<file path="src/rtl/vidreg_pkg.sv">
package vidreg_pkg;

    localparam int IO_ADDR_W = 10;

    localparam logic [IO_ADDR_W-1:0] PORT_CRTC_IDX = 10'h3D4;
    localparam logic [IO_ADDR_W-1:0] PORT_CRTC_DAT = 10'h3D5;
    localparam logic [IO_ADDR_W-1:0] PORT_MODE     = 10'h3D8;
    localparam logic [IO_ADDR_W-1:0] PORT_COLOR    = 10'h3D9;
    localparam logic [IO_ADDR_W-1:0] PORT_STATUS   = 10'h3DA;
    localparam logic [IO_ADDR_W-1:0] PORT_EXT_IDX  = 10'h3DD;
    localparam logic [IO_ADDR_W-1:0] PORT_EXT_DAT  = 10'h3DE;

    localparam logic [7:0] MODE_RESET  = 8'h29;
    localparam logic [7:0] COLOR_RESET = 8'h30;
    localparam logic [7:0] CHARS_RESET = 8'h50;

    typedef enum logic [2:0] {
        SEL_NONE, SEL_CIDX, SEL_CDAT, SEL_MODE,
        SEL_COLOR, SEL_STATUS, SEL_XIDX, SEL_XDAT
    } port_sel_e;

    typedef struct packed {
        logic [7:0] htotal;
        logic [7:0] hdisp;
        logic [7:0] hsync;
    } crtc_horiz_t;

    typedef struct packed {
        logic [7:0] chars;
        logic [7:0] hdelta;
    } panel_cfg_t;

    typedef struct packed {
        logic [7:0] htotal;
        logic [7:0] hsync;
        logic [7:0] chars;
        logic       oor;
    } eff_timing_t;

    function automatic port_sel_e decode_port(logic [IO_ADDR_W-1:0] a);
        case (a)
            PORT_CRTC_IDX: return SEL_CIDX;
            PORT_CRTC_DAT: return SEL_CDAT;
            PORT_MODE:     return SEL_MODE;
            PORT_COLOR:    return SEL_COLOR;
            PORT_STATUS:   return SEL_STATUS;
            PORT_EXT_IDX:  return SEL_XIDX;
            PORT_EXT_DAT:  return SEL_XDAT;
            default:       return SEL_NONE;
        endcase
    endfunction

    // 80x25 text timing defaults
    function automatic logic [7:0] crtc_default(int idx);
        case (idx)
            0:  return 8'h71;
            1:  return 8'h50;
            2:  return 8'h5A;
            3:  return 8'h0A;
            4:  return 8'h1F;
            5:  return 8'h06;
            6:  return 8'h19;
            7:  return 8'h1C;
            8:  return 8'h02;
            9:  return 8'h07;
            10: return 8'h06;
            11: return 8'h07;
            default: return 8'h00;
        endcase
    endfunction

    // two's-complement offset, result wraps modulo 256
    function automatic logic [7:0] apply_delta(logic [7:0] pos, logic [7:0] delta);
        return pos + delta;
    endfunction

endpackage

</file>
<file path="src/rtl/vidreg_crtc_bank.sv">
module vidreg_crtc_bank
    import vidreg_pkg::*;
#(
    parameter int NREGS = 18,
    parameter int IDX_W = 5
) (
    input  logic             clk,
    input  logic             rst,
    input  logic             idx_we,
    input  logic [IDX_W-1:0] idx_wdata,
    input  logic             dat_we,
    input  logic [7:0]       dat_wdata,
    output logic [IDX_W-1:0] idx_q,
    output logic [7:0]       rd_data,
    output crtc_horiz_t      horiz
);

    logic [7:0] regs [NREGS];

    always_ff @(posedge clk) begin
        if (rst) begin
            idx_q <= '0;
        end else if (idx_we) begin
            idx_q <= idx_wdata;
        end
    end

    for (genvar i = 0; i < NREGS; i++) begin : g_reg
        always_ff @(posedge clk) begin
            if (rst) begin
                regs[i] <= crtc_default(i);
            end else if (dat_we && (idx_q == IDX_W'(i))) begin
                regs[i] <= dat_wdata;
            end
        end
    end

    always_comb begin
        rd_data = 8'hFF;
        for (int i = 0; i < NREGS; i++) begin
            if (idx_q == IDX_W'(i)) begin
                rd_data = regs[i];
            end
        end
    end

    assign horiz.htotal = regs[0];
    assign horiz.hdisp  = regs[1];
    assign horiz.hsync  = regs[2];

endmodule

</file>
<file path="src/rtl/vidreg_ext_bank.sv">
module vidreg_ext_bank
    import vidreg_pkg::*;
#(
    parameter int              IDX_W     = 6,
    parameter logic [IDX_W-1:0] IDX_CHARS = 6'h21,
    parameter logic [IDX_W-1:0] IDX_DELTA = 6'h31
) (
    input  logic             clk,
    input  logic             rst,
    input  logic             idx_we,
    input  logic [IDX_W-1:0] idx_wdata,
    input  logic             dat_we,
    input  logic [7:0]       dat_wdata,
    output logic [IDX_W-1:0] idx_q,
    output logic [7:0]       rd_data,
    output panel_cfg_t       cfg
);

    always_ff @(posedge clk) begin
        if (rst) begin
            idx_q      <= '0;
            cfg.chars  <= CHARS_RESET;
            cfg.hdelta <= 8'h00;
        end else begin
            if (idx_we) begin
                idx_q <= idx_wdata;
            end
            if (dat_we && idx_q == IDX_CHARS) begin
                cfg.chars <= dat_wdata;
            end
            if (dat_we && idx_q == IDX_DELTA) begin
                cfg.hdelta <= dat_wdata;
            end
        end
    end

    always_comb begin
        case (idx_q)
            IDX_CHARS: rd_data = cfg.chars;
            IDX_DELTA: rd_data = cfg.hdelta;
            default:   rd_data = 8'hFF;
        endcase
    end

endmodule

</file>
<file path="src/rtl/vidreg_timing_sel.sv">
module vidreg_timing_sel
    import vidreg_pkg::*;
#(
    parameter logic [7:0] LAST_COL = 8'h59
) (
    input  logic        panel_sel,
    input  crtc_horiz_t horiz,
    input  panel_cfg_t  cfg,
    output eff_timing_t eff
);

    logic [7:0] adj_sync;

    assign adj_sync = apply_delta(horiz.hsync, cfg.hdelta);

    always_comb begin
        eff.htotal = horiz.htotal;
        if (panel_sel) begin
            eff.hsync = adj_sync;
            eff.chars = cfg.chars;
            eff.oor   = (adj_sync > LAST_COL);
        end else begin
            eff.hsync = horiz.hsync;
            eff.chars = horiz.hdisp;
            eff.oor   = 1'b0;
        end
    end

endmodule

</file>
<file path="src/rtl/vidreg_panel_top.sv">
module vidreg_panel_top
    import vidreg_pkg::*;
#(
    parameter int         CRTC_REGS  = 18,
    parameter int         CRTC_IDX_W = 5,
    parameter int         EXT_IDX_W  = 6,
    parameter logic [7:0] LAST_COL   = 8'h59
) (
    input  logic                 clk,
    input  logic                 rst,
    input  logic [IO_ADDR_W-1:0] io_addr,
    input  logic                 io_wr,
    input  logic [7:0]           io_wdata,
    output logic [7:0]           io_rdata,
    input  logic                 panel_sel,
    input  logic                 disp_en_in,
    input  logic                 vretrace_in,
    output logic [7:0]           mode_q,
    output logic [7:0]           color_q,
    output logic [7:0]           eff_htotal,
    output logic [7:0]           eff_hsync,
    output logic [7:0]           eff_chars,
    output logic                 hsync_oor
);

    port_sel_e             sel;
    logic [CRTC_IDX_W-1:0] crtc_idx;
    logic [EXT_IDX_W-1:0]  ext_idx;
    logic [7:0]            crtc_rd;
    logic [7:0]            ext_rd;
    crtc_horiz_t           horiz;
    panel_cfg_t            cfg;
    eff_timing_t           eff;

    assign sel = decode_port(io_addr);

    vidreg_crtc_bank #(
        .NREGS (CRTC_REGS),
        .IDX_W (CRTC_IDX_W)
    ) u_crtc (
        .clk       (clk),
        .rst       (rst),
        .idx_we    (io_wr && sel == SEL_CIDX),
        .idx_wdata (io_wdata[CRTC_IDX_W-1:0]),
        .dat_we    (io_wr && sel == SEL_CDAT),
        .dat_wdata (io_wdata),
        .idx_q     (crtc_idx),
        .rd_data   (crtc_rd),
        .horiz     (horiz)
    );

    vidreg_ext_bank #(
        .IDX_W     (EXT_IDX_W),
        .IDX_CHARS (EXT_IDX_W'(8'h21)),
        .IDX_DELTA (EXT_IDX_W'(8'h31))
    ) u_ext (
        .clk       (clk),
        .rst       (rst),
        .idx_we    (io_wr && sel == SEL_XIDX),
        .idx_wdata (io_wdata[EXT_IDX_W-1:0]),
        .dat_we    (io_wr && sel == SEL_XDAT),
        .dat_wdata (io_wdata),
        .idx_q     (ext_idx),
        .rd_data   (ext_rd),
        .cfg       (cfg)
    );

    vidreg_timing_sel #(
        .LAST_COL (LAST_COL)
    ) u_sel (
        .panel_sel (panel_sel),
        .horiz     (horiz),
        .cfg       (cfg),
        .eff       (eff)
    );

    always_ff @(posedge clk) begin
        if (rst) begin
            mode_q  <= MODE_RESET;
            color_q <= COLOR_RESET;
        end else if (io_wr) begin
            if (sel == SEL_MODE)  mode_q  <= io_wdata;
            if (sel == SEL_COLOR) color_q <= io_wdata;
        end
    end

    always_comb begin
        case (sel)
            SEL_CIDX:   io_rdata = 8'(crtc_idx);
            SEL_CDAT:   io_rdata = crtc_rd;
            SEL_MODE:   io_rdata = mode_q;
            SEL_COLOR:  io_rdata = color_q;
            SEL_STATUS: io_rdata = {4'b0000, vretrace_in, 2'b00, disp_en_in};
            SEL_XIDX:   io_rdata = 8'(ext_idx);
            SEL_XDAT:   io_rdata = ext_rd;
            default:    io_rdata = 8'hFF;
        endcase
    end

    assign eff_htotal = eff.htotal;
    assign eff_hsync  = eff.hsync;
    assign eff_chars  = eff.chars;
    assign hsync_oor  = eff.oor;

endmodule

</file>
<file path="config.mk">
export PLATFORM = sky130hd
export DESIGN_NAME = vidreg_panel_top
export DESIGN_NICKNAME = d
export VERILOG_FILES = /design/src/rtl/vidreg_pkg.sv /design/src/rtl/vidreg_crtc_bank.sv /design/src/rtl/vidreg_ext_bank.sv /design/src/rtl/vidreg_timing_sel.sv /design/src/rtl/vidreg_panel_top.sv
export SDC_FILE = /design/constraint.sdc
export NUM_CORES = 1
export LEC_CHECK = 0
export BUFFER_PORTS_ARGS = -buffer_cell sky130_fd_sc_hd__buf_2
export CAP_MARGIN = 20
export CORE_MARGIN = 4
export CORE_UTILIZATION = 45
export DETAILED_ROUTE_END_ITERATION = 12
export GPL_TIMING_DRIVEN = 1
export PLACE_DENSITY = 0.63
export SLEW_MARGIN = 20
export SYNTH_ARGS = -nofsm -noshare
export SYNTH_HDL_FRONTEND = slang
export SYNTH_SLANG_ARGS = --single-unit
export TNS_END_PERCENT = 10
</file>
<file path="constraint.sdc">
create_clock -name clk -period 4.9 [get_ports clk]
set_input_delay 0.98 -clock clk [delete_from_list [all_inputs] [get_ports clk]]
set_output_delay 0.98 -clock clk [all_outputs]
set_load 0.005 [all_outputs]
</file>
==> out/metrics.csv, run 1 <==
stage,metric,value,unit
power_and_ir_drop,powerDensity,296,nW/um^2
place,place_hpwl,20.4,mm
timing,min_period_over_period,88.1,%
routing,firstDrtPassIters,6,
floorplan,fp-row-count,54,
global_route,grt_pass1_vias,7447,
global_route,grt_pass1_wl,46.3,mm
setup_path,critPathSlowestCell,dfxtp_1,
setup_path,worstSetupStartpointType,register,
logic_synthesis,netlist_instances,956,
power_and_ir_drop,clockPowerShare,42.0,%
timing,worst_slew_pin_slew,877,ps
logic_synthesis,yosys_register_bits,187,
logic_synthesis,ys_seq_area_share,52.2,%
setup_path,worstSetupPathType,reg2out,
setup_path,path_max_fanout,21,
timing,setup_viol,0,
logic_synthesis,synth_edf_count,144,
logic_synthesis,syn-num-nets,988,
floorplan,die_h,157,um
routing,drt_iter0_markers,910,
timing,fmaxAchievable,232,MHz
clock_tree,numCtsBuffers,17,
routing,wirelength,30.2,mm
global_route,grt_start_max_net_pins,76,
clock_tree,post-cts-setup-buffers,0,
power_and_ir_drop,leakage,4.19,nW
timing,finalSetupTns,0,ps
outcome,status,"finished, final reports clean",
logic_synthesis,syn_area,9930,um^2
setup_path,arrival,3340,ps
clock_tree,clk_pin_slew,80,ps
routing,drtAntennaViolNets,0,
power_and_ir_drop,intPower,2.46,mW
timing,relSlewSlack,41.1,%
logic_synthesis,synth.avg_cell_area,10.4,um^2
cells_and_area,area_growth,11.2,%
clock_tree,cts_tree,built,
cells_and_area,antennaDiodeCount,0,
floorplan,die-area,24500,um^2
timing,rsz0062_at_grt,no,
global_route,grt_usage,25.1,%
timing,clock_skew,9.91,ps
logic_synthesis,synthDistinctLibCells,75,
place,place.gp.congestion,0.918,
timing,period_needed,4320,ps
floorplan,io_pins,73,
cells_and_area,regArea,5190,um^2
clock_tree,clk_path_buf_depth,2,
cells_and_area,fin_cells,1286,
setup_path,path_cells,nor3_2 > nand2_1 > a2bb2oi_1 > a21oi_1 > a211oi_1 > nor3_1 > o21ai_0 > buf_2,
cells_and_area,layout.nets,1025,
power_and_ir_drop,seq_power_share,53.4,%
power_and_ir_drop,sw_frac_of_total,24.9,%
clock_tree,cts_resized,0,
clock_tree,htree_levels,4,
clock_tree,cts_num_sinks,187,
cells_and_area,multi_input_area,4300,um^2
power_and_ir_drop,combPwrFrac,4.6,%
clock_tree,postCtsHoldBufs,0,
cells_and_area,drive_above_1_share,15.9,%
routing,vias,7791,
place,io_buffers,72,
min_path,hold_path_class,reg2reg,
setup_path,endpoint_kind,output pin,
setup_path,slowest_delay,560,ps
timing,drv_slew,0,
logic_synthesis,synthFlopType,edfxtp_1,
clock_tree,clock_latency,450,ps
run,max_cap_violations,0,
setup_path,cp.required,3920,ps
routing,vias_per_cell,6.06,
routing,route.detailed.drc,0,
global_route,grt_overflow,0,
routing,detail_route.wl_per_cell,23.5,um
timing,hold_violations,0,
logic_synthesis,async_flop_share,0,%
floorplan,initial_utilization,45.7,%
place,post-place-cells,1254,
power_and_ir_drop,netSwitchingPower,817,uW
power_and_ir_drop,max-vdd-ir-drop,0.239,mV
floorplan,fp.dieW,157,um
global_route,antenna_found_initial,0,
logic_synthesis,yosysWarnings,0,
floorplan,core_area,21800,um^2
cells_and_area,filler_cell_count,1998,
clock_tree,root_buffer,clkbuf_16,
[registers in the layout, indices dropped and copies added (netlist names)]
| register | cells |
|---|---|
| color_q | 8 |
| u_crtc.idx_q | 5 |
| u_crtc.regs | 144 |
| u_ext.idx_q | 6 |
| u_ext.cfg | 16 |
| mode_q | 8 |
[power by group through the flow]
stage                     logic (mW)  registers [mW]  clock network, mW
after floorplan               0.0841            1.78                  0
after global placement         0.148            1.78                  0
after detailed placement       0.149            1.78                  0
after CTS                      0.150            1.75               1.39
after global routing           0.163            1.75               1.46
final                          0.151            1.75               1.37
[logic make-up (layout without fill, tap and decap cells)]
group	after synthesis	in the layout	synth area share, %
compound gates	185	185	11.7
xor+xnor	7	7	0.617
fa+ha+maj	9	9	1.18
buf+inv	99	149	4.60
flops	187	187	52.2
mux	80	80	8.24
simple gates	389	389	21.4
[stage by stage]
step                worst slack (ps)  power [mW]  cell area, um^2  hold WS (ps)  util (%)
floorplan                       1550        1.86             9930           458         -
global placement                 800        1.93            10500           478      48.1
detailed placement               782        1.93            10500           487      48.1
CTS                              650        3.29            11100           510      50.8
global route                     352        3.37            11100           550      50.8
finish                           583        3.27            11100           505      50.8
[critical path: cells and delay by family (launching register included)]
family,cells,cell delay [ps]
buf+inv,1,190
flops,1,560
compound gates,4,810
simple gates,3,1310
[worst paths after layout]
check / startpoint / endpoint / slack (ps) / cells after the start
setup / recovery: u_crtc.idx_q[4] / io_rdata[2] / 580 / 8
hold / removal: u_ext.cfg[12] / u_ext.cfg[12] / 500 / 2
setup reg to reg: u_crtc.idx_q[2] / u_crtc.regs[6][3] / 2100 / 4
hold reg to reg: u_ext.cfg[12] / u_ext.cfg[12] / 500 / 2
[area by class of cell]
| type | instances | area share (%) |
|---|---|---|
| Clock inverter | 15 | 1.37 |
| Timing Repair Buffer | 101 | 5.23 |
| Sequential cell | 187 | 46.9 |
| Clock buffer | 17 | 3.85 |
| Inverter | 16 | 0.543 |
| Tap cell | 280 | 3.17 |
| Multi-Input combinational cell | 670 | 38.9 |
[synth_stat cells, types with 4 or more instances]
library cell  number  area share [%]
edfxtp_1         144              44
nor2_1           104             3.9
and3_1            78             4.9
mux2i_1           66             6.6
o21ai_0           59             3.0
clkbuf_1          48             1.8
nand2_1           47             1.8
dfxtp_1           43             8.7
a21oi_1           40             2.0
and2_1            39             2.5
or3_1             37             2.3
o22ai_1           20             1.3
nor3_1            19            0.96
buf_2             16            0.81
inv_1             16            0.60
mux2_2            14             1.6
buf_4             13            0.98
nor2b_1           13            0.82
nand2b_1          12            0.76
nand3_1            9            0.45
a31oi_1            8            0.50
a211oi_1           7            0.53
a22oi_1            7            0.53
ha_1               7            0.88
o221ai_1           5            0.44
xnor2_1            5            0.44
a2bb2oi_1          4            0.35
nor4_1             4            0.25
o31ai_1            4            0.30
[placed cells by master, fill, tap and decap left out, types with 8 or more instances in the layout]
master and count:
edfxtp_1 144, nor2_1 103, and3_1 78, buf_2 72
mux2i_1 66, o21ai_0 51, nand2_1 47, dfxtp_1 42
a21oi_1 40, and2_1 39, or3_1 37, buf_4 29
o22ai_1 20, nor3_1 19, clkbuf_16 17, inv_1 16
mux2_2 14, nor2b_1 13, nand2b_1 12, nand3_1 9
o21ai_1 9, a31oi_1 8
[layer usage]
| layer | vias up | routed length [um] | share of wire [%] | GRT usage, % |
|---|---|---|---|---|
| li1 | 3609 | - | - | - |
| met1 | 3733 | 12700 | 42 | 35.8 |
| met2 | 391 | 14000 | 46 | 38.4 |
| met3 | 58 | 2710 | 9.0 | 5.39 |
| met4 | 0 | 760 | 2.5 | 8.02 |
| met5 | - | 0 | 0 | 0 |
Power figures use the tool's default switching activity.
==> inputs of run 2 (changes only) <==
--- a/config.mk
+++ b/config.mk
@@ -6,12 +6,12 @@
 export NUM_CORES = 1
 export LEC_CHECK = 0
 export BUFFER_PORTS_ARGS = -buffer_cell sky130_fd_sc_hd__buf_2
-export CAP_MARGIN = 20
 export CORE_MARGIN = 4
 export CORE_UTILIZATION = 45
 export DETAILED_ROUTE_END_ITERATION = 12
 export GPL_TIMING_DRIVEN = 1
 export PLACE_DENSITY = 0.63
+export REMOVE_ABC_BUFFERS = 1
 export SLEW_MARGIN = 20
 export SYNTH_ARGS = -nofsm -noshare
 export SYNTH_HDL_FRONTEND = slang
==> out/metrics.csv, run 2 (synthesized netlist as in run 1, its figures left out) <==
stage,metric,value,unit,change
timing,relSlewSlack,29.2,%,was 41.1%
routing,firstDrtPassIters,5,,was 6
place,place.gp.congestion,0.925,,was 0.918
place,io_buffers,72,,unchanged
floorplan,initial_utilization,45.7,%,unchanged
outcome,status,"finished, final reports clean",,unchanged
floorplan,fp.dieW,157,um,unchanged
clock_tree,htree_levels,4,,unchanged
setup_path,r2r_cells,3,,was 4
cells_and_area,antennaDiodeCount,0,,unchanged
cells_and_area,drive_above_1_share,15.4,%,was 15.9%
global_route,grt_usage,25.1,%,about the same
timing,worst_slew_pin_slew,1050,ps,was 877 ps
clock_tree,cts_tree,built,,unchanged
floorplan,die_h,157,um,unchanged
routing,route.detailed.drc,0,,unchanged
routing,drt_iter0_markers,920,,was 910
global_route,grt_pass1_wl,46.6,mm,was 46.3 mm
clock_tree,clk_path_buf_depth,2,,unchanged
setup_path,arrival,3480,ps,was 3340 ps
timing,min_period_over_period,91.0,%,was 88.1%
timing,rsz0062_at_grt,no,,unchanged
clock_tree,numCtsBuffers,17,,unchanged
min_path,worstHoldPathCells,2,,unchanged
clock_tree,clk_pin_slew,70,ps,was 80 ps
power_and_ir_drop,powerDensity,301,nW/um^2,was 296 nW/um^2
floorplan,fp-row-count,54,,unchanged
routing,vias_per_cell,6.10,,was 6.06
global_route,grt_pass1_vias,7568,,was 7447
clock_tree,post-cts-setup-buffers,0,,unchanged
floorplan,core_area,21800,um^2,unchanged
min_path,min_to,u_ext.cfg[12],,unchanged
timing,finalSetupTns,0,ps,unchanged
cells_and_area,largest_reg_flops,144,,unchanged
setup_path,cp.required,3920,ps,about the same
cells_and_area,final_core_util,50.7,%,was 50.8%
cells_and_area,area_growth,11.1,%,was 11.2%
cells_and_area,layout_common_cells,"144 x edfxtp_1, 103 x nor2_1, 78 x and3_1, 72 x buf_2, 66 x mux2i_1",,unchanged
power_and_ir_drop,leakage,4.17,nW,was 4.19 nW
min_path,hold_path_class,reg2reg,,unchanged
timing,clock_skew,6.23,ps,was 9.91 ps
setup_path,r2r_setup_slack,2020,ps,was 2100 ps
setup_path,worstSetupPathType,reg2out,,unchanged
cells_and_area,top_register,u_crtc.regs,,unchanged
clock_tree,postCtsHoldBufs,0,,unchanged
clock_tree,clock_latency,450,ps,about the same
place,place_hpwl,20.4,mm,about the same
timing,period_needed,4460,ps,was 4320 ps
cells_and_area,layout.nets,1019,,was 1025
cells_and_area,layout_commonest_cell,edfxtp_1,,unchanged
global_route,antenna_found_initial,1,,was 0
floorplan,die-area,24500,um^2,unchanged
setup_path,worstSetupStartpointType,register,,unchanged
setup_path,r2r_end,u_crtc.regs[2][4],,was u_crtc.regs[6][3]
timing,setup_viol,0,,unchanged
min_path,hold_path.startpoint,u_ext.cfg[12],,unchanged
setup_path,reg2reg_from,u_crtc.idx_q[2],,unchanged
setup_path,path_max_fanout,35,,was 21
timing,fmaxAchievable,224,MHz,was 232 MHz
clock_tree,root_buffer,clkbuf_16,,unchanged
global_route,grt_overflow,0,,unchanged
timing,drv_slew,0,,unchanged
routing,vias,7806,,was 7791
global_route,grt_start_max_net_pins,40,,was 76
timing,hold_violations,0,,unchanged
routing,drtAntennaViolNets,0,,unchanged
floorplan,io_pins,73,,unchanged
clock_tree,cts_num_sinks,187,,unchanged
cells_and_area,largest_registers,"u_crtc.regs (144), u_ext.cfg (16)",,unchanged
routing,wirelength,30.5,mm,was 30.2 mm
routing,detail_route.wl_per_cell,23.8,um,was 23.5 um
run,max_cap_violations,0,,unchanged
clock_tree,cts_resized,0,,unchanged
setup_path,endpoint_kind,output pin,,unchanged
power_and_ir_drop,max-vdd-ir-drop,0.214,mV,was 0.239 mV
run 2: changes by cell type in the layout (fill, tap and decap cells not counted):
cell       delta
inv_8         -1
inv_6         +1
clkinv_4      -1
bufinv_16     +1
o21ai_0       -2
buf_4         -7
clkinv_8      -2
buf_12        +1
clkbuf_16     +1
o21ai_1       +2
clkinv_2      +1
run 2: layout make-up:
cell class              instances  area (um^2)
flip-flops and latches        187         5190
well taps                     280          350
inverters                      16         60.1
multi-input cells             670         4300
clock inverters                14          143
fillers                      1992        10700
clock buffers                  18          450
repair buffers                 95          546
run 2: worst max-delay path by stage:
stage / start / endpoint / slack (ps) / cells past startpoint
3_5_place_dp: io_addr[5] / io_rdata[3] / 870 / 10
4_1_cts: u_crtc.idx_q[0] / io_rdata[4] / 520 / 8
3_3_place_gp: io_addr[5] / io_rdata[2] / 920 / 10
5_1_grt: u_crtc.idx_q[0] / io_rdata[4] / 300 / 8
6_report: u_crtc.idx_q[0] / io_rdata[4] / 440 / 8
2_1_floorplan: io_addr[5] / u_crtc.regs[1][0] / 780 / 5
run 2: stage by stage:
step	cell area (um^2)	total power, mW	setup WS, ps	instances	hold WS [ps]
after floorplan	9540	1.83	780	873	458
after global placement	10400	1.93	924	1248	487
after detailed placement	10400	1.93	865	1248	490
after CTS	11000	3.33	523	1280	509
after global routing	11000	3.42	303	1280	541
final	11000	3.32	442	1280	512
run 2: report_power, final:
| part | internal (mW) | switching (mW) | total (mW) |
|---|---|---|---|
| Sequential | 1.73 | 0.0151 | 1.75 |
| Combinational | 0.0403 | 0.110 | 0.150 |
| Clock | 0.753 | 0.673 | 1.43 |
| Total | 2.53 | 0.799 | 3.32 |
run 2: per-layer routing:
layer	track usage, %	vias up	part of all wire, %
met5	0	-	0
met4	7.19	0	1.9
li1	-	3590	-
met2	39.5	335	46
met3	4.40	38	7.3
met1	36.0	3843	45
run 2: critical path, cell delays in order, from the launching register on:
cell       delay, ps
dfxtp_2          800
nor3b_2          470
nand2_1          310
o22ai_1          310
o32a_1           220
a2bb2oi_1        230
o21ai_0          190
a311o_1          350
buf_2            140
==> inputs of run 3 (changes only) <==
--- a/config.mk
+++ b/config.mk
@@ -6,11 +6,13 @@
 export NUM_CORES = 1
 export LEC_CHECK = 0
 export BUFFER_PORTS_ARGS = -buffer_cell sky130_fd_sc_hd__buf_2
+export CELL_PAD_IN_SITES_DETAIL_PLACEMENT = 0
+export CELL_PAD_IN_SITES_GLOBAL_PLACEMENT = 1
 export CORE_MARGIN = 4
 export CORE_UTILIZATION = 45
 export DETAILED_ROUTE_END_ITERATION = 12
 export GPL_TIMING_DRIVEN = 1
-export PLACE_DENSITY = 0.63
+export PLACE_DENSITY = 0.82
 export REMOVE_ABC_BUFFERS = 1
 export SLEW_MARGIN = 20
 export SYNTH_ARGS = -nofsm -noshare
==> out/metrics.csv, run 3 (synthesized netlist as in run 1, its figures left out) <==
stage,metric,value,unit,change
place,io_buffers,72,,unchanged
floorplan,fp.dieW,157,um,unchanged
global_route,antenna_found_initial,0,,was 1
clock_tree,cts_tree,built,,unchanged
timing,worst_slack,588,ps,was 442 ps
routing,vias_per_cell,6.12,,was 6.10
cells_and_area,largest_reg_flops,144,,unchanged
min_path,min_to,u_ext.cfg[12],,unchanged
power_and_ir_drop,max-vdd-ir-drop,0.225,mV,was 0.214 mV
timing,clock_skew,8.07,ps,was 6.23 ps
routing,drtAntennaViolNets,0,,unchanged
setup_path,r2r_end,u_crtc.regs[1][3],,was u_crtc.regs[2][4]
setup_path,path_max_fanout,19,,was 35
place,place.gp.congestion,0.933,,was 0.925
clock_tree,clock_latency,430,ps,was 450 ps
floorplan,die_h,157,um,unchanged
global_route,grt_pass1_wl,44.7,mm,was 46.6 mm
run,max_cap_violations,0,,unchanged
clock_tree,postCtsHoldBufs,0,,unchanged
timing,relSlewSlack,29.0,%,was 29.2%
place,pre_cts_ws,868,ps,was 865 ps
timing,min_period_over_period,88.0,%,was 91.0%
routing,drt_iter0_markers,914,,was 920
cells_and_area,layout.nets,1020,,was 1019
floorplan,die-area,24500,um^2,unchanged
setup_path,reg2reg_from,u_crtc.idx_q[4],,was u_crtc.idx_q[2]
clock_tree,clk_pin_slew,70,ps,about the same
setup_path,r2r_setup_slack,2230,ps,was 2020 ps
timing,hold_violations,0,,unchanged
cells_and_area,layout_commonest_cell,edfxtp_1,,unchanged
setup_path,cp.required,3920,ps,about the same
routing,wl_met3,2.46,mm,was 2.24 mm
global_route,grt_overflow,0,,unchanged
global_route,grt_pass1_vias,7467,,was 7568
timing,drv_slew,0,,unchanged
cells_and_area,top_register,u_crtc.regs,,unchanged
clock_tree,cts_resized,0,,unchanged
routing,wirelength,29.7,mm,was 30.5 mm
setup_path,endpoint_kind,output pin,,unchanged
outcome,status,"finished, final reports clean",,unchanged
setup_path,worstSetupStartpointType,register,,unchanged
cells_and_area,largest_registers,"u_crtc.regs (144), u_ext.cfg (16)",,unchanged
clock_tree,clk_path_buf_depth,2,,unchanged
routing,vias,7853,,was 7806
routing,firstDrtPassIters,5,,unchanged
floorplan,core_area,21800,um^2,unchanged
floorplan,fp-row-count,54,,unchanged
setup_path,crit_start,u_crtc.idx_q[4],,was u_crtc.idx_q[0]
routing,routed.top_layer,met4,,unchanged
cells_and_area,drive_above_1_share,15.2,%,was 15.4%
min_path,worstHoldPathCells,2,,unchanged
clock_tree,post-cts-setup-buffers,0,,unchanged
setup_path,worstSetupPathType,reg2out,,unchanged
timing,finalSetupTns,0,ps,unchanged
timing,worst_slew_pin_slew,1050,ps,about the same
place,place_hpwl,19.6,mm,was 20.4 mm
global_route,grt_start_max_net_pins,76,,was 40
power_and_ir_drop,leakage,4.18,nW,was 4.17 nW
routing,met2_length,13.5,mm,was 14.0 mm
routing,detail_route.wl_per_cell,23.1,um,was 23.8 um
timing,setup_viol,0,,unchanged
timing,rsz0062_at_grt,no,,unchanged
clock_tree,cts_num_sinks,187,,unchanged
min_path,hold_path_class,reg2reg,,unchanged
cells_and_area,area_growth,11.5,%,was 11.1%
global_route,grt_usage,24.0,%,was 25.1%
routing,route.detailed.drc,0,,unchanged
clock_tree,root_buffer,clkbuf_16,,unchanged
timing,period_needed,4310,ps,was 4460 ps
setup_path,arrival,3330,ps,was 3480 ps
routing,met1_length,13.1,mm,was 13.7 mm
setup_path,r2r_cells,3,,unchanged
clock_tree,htree_levels,4,,unchanged
power_and_ir_drop,powerDensity,306,nW/um^2,was 301 nW/um^2
floorplan,io_pins,73,,unchanged
min_path,hold_path.startpoint,u_ext.cfg[12],,unchanged
cells_and_area,layout_common_cells,"144 x edfxtp_1, 103 x nor2_1, 78 x and3_1, 72 x buf_2, 66 x mux2i_1",,unchanged
timing,fmaxAchievable,232,MHz,was 224 MHz
floorplan,initial_utilization,45.7,%,unchanged
clock_tree,numCtsBuffers,17,,unchanged
## run 3: changes by cell type in the layout (fill, tap and decap cells not counted), moves of 3 or more
cell / before / now
bufinv_16: 1 / 4
clkbuf_8: 0 / 3
inv_6: 6 / 0
inv_8: 3 / 0
o21ai_0: 49 / 45
o21ai_1: 11 / 15
## run 3: worst max-delay path, cell delays in order (launching register included)
cell and delay [ps]:
dfxtp_1 520, nor3_2 530, nand2_1 320, o21ai_0 310, o32a_1 250, a2bb2oi_1 190
o21ai_0 250, a311o_1 370, buf_2 140
## run 3: final cells by class
| class | count | area, um^2 |
|---|---|---|
| fill | 1952 | 10700 |
| sequential | 187 | 5190 |
| multi-input combinational | 670 | 4300 |
| timing repair buffer | 96 | 541 |
| clock buffer | 22 | 474 |
| tap | 280 | 350 |
| clock inverter | 10 | 165 |
| inverter | 16 | 60.1 |
| antenna | 2 | 5.00 |
## run 3: metal layers
layer | vias to the layer above | global-route usage, %
li1 | 3595 | -
met1 | 3797 | 35.2
met2 | 405 | 37.0
met3 | 56 | 4.20
met4 | 0 | 6.74
met5 | - | 0
## run 3: power breakdown
group	internal [mW]	switching, mW
Clock	0.896	0.602
Combinational	0.0389	0.108
Sequential	1.73	0.0148
Total	2.67	0.725
## run 3: worst max-delay path by stage
stage,slack [ps],end
final,590,io_rdata[4]
after global placement,900,io_rdata[2]
after detailed placement,870,io_rdata[2]
after floorplan,780,u_crtc.regs[1][0]
after CTS,610,io_rdata[0]
after global routing,470,io_rdata[0]
## run 3: metrics by stage
stage	std cells	hold slack [ps]	utilization, %	total power [mW]	area (um^2)
floorplan	873	458	-	1.83	9540
global placement	1249	474	48.0	1.93	10400
detailed placement	1249	484	48.0	1.93	10400
CTS	1281	499	50.9	3.41	11100
global route	1281	536	50.9	3.48	11100
finish	1283	503	50.9	3.39	11100
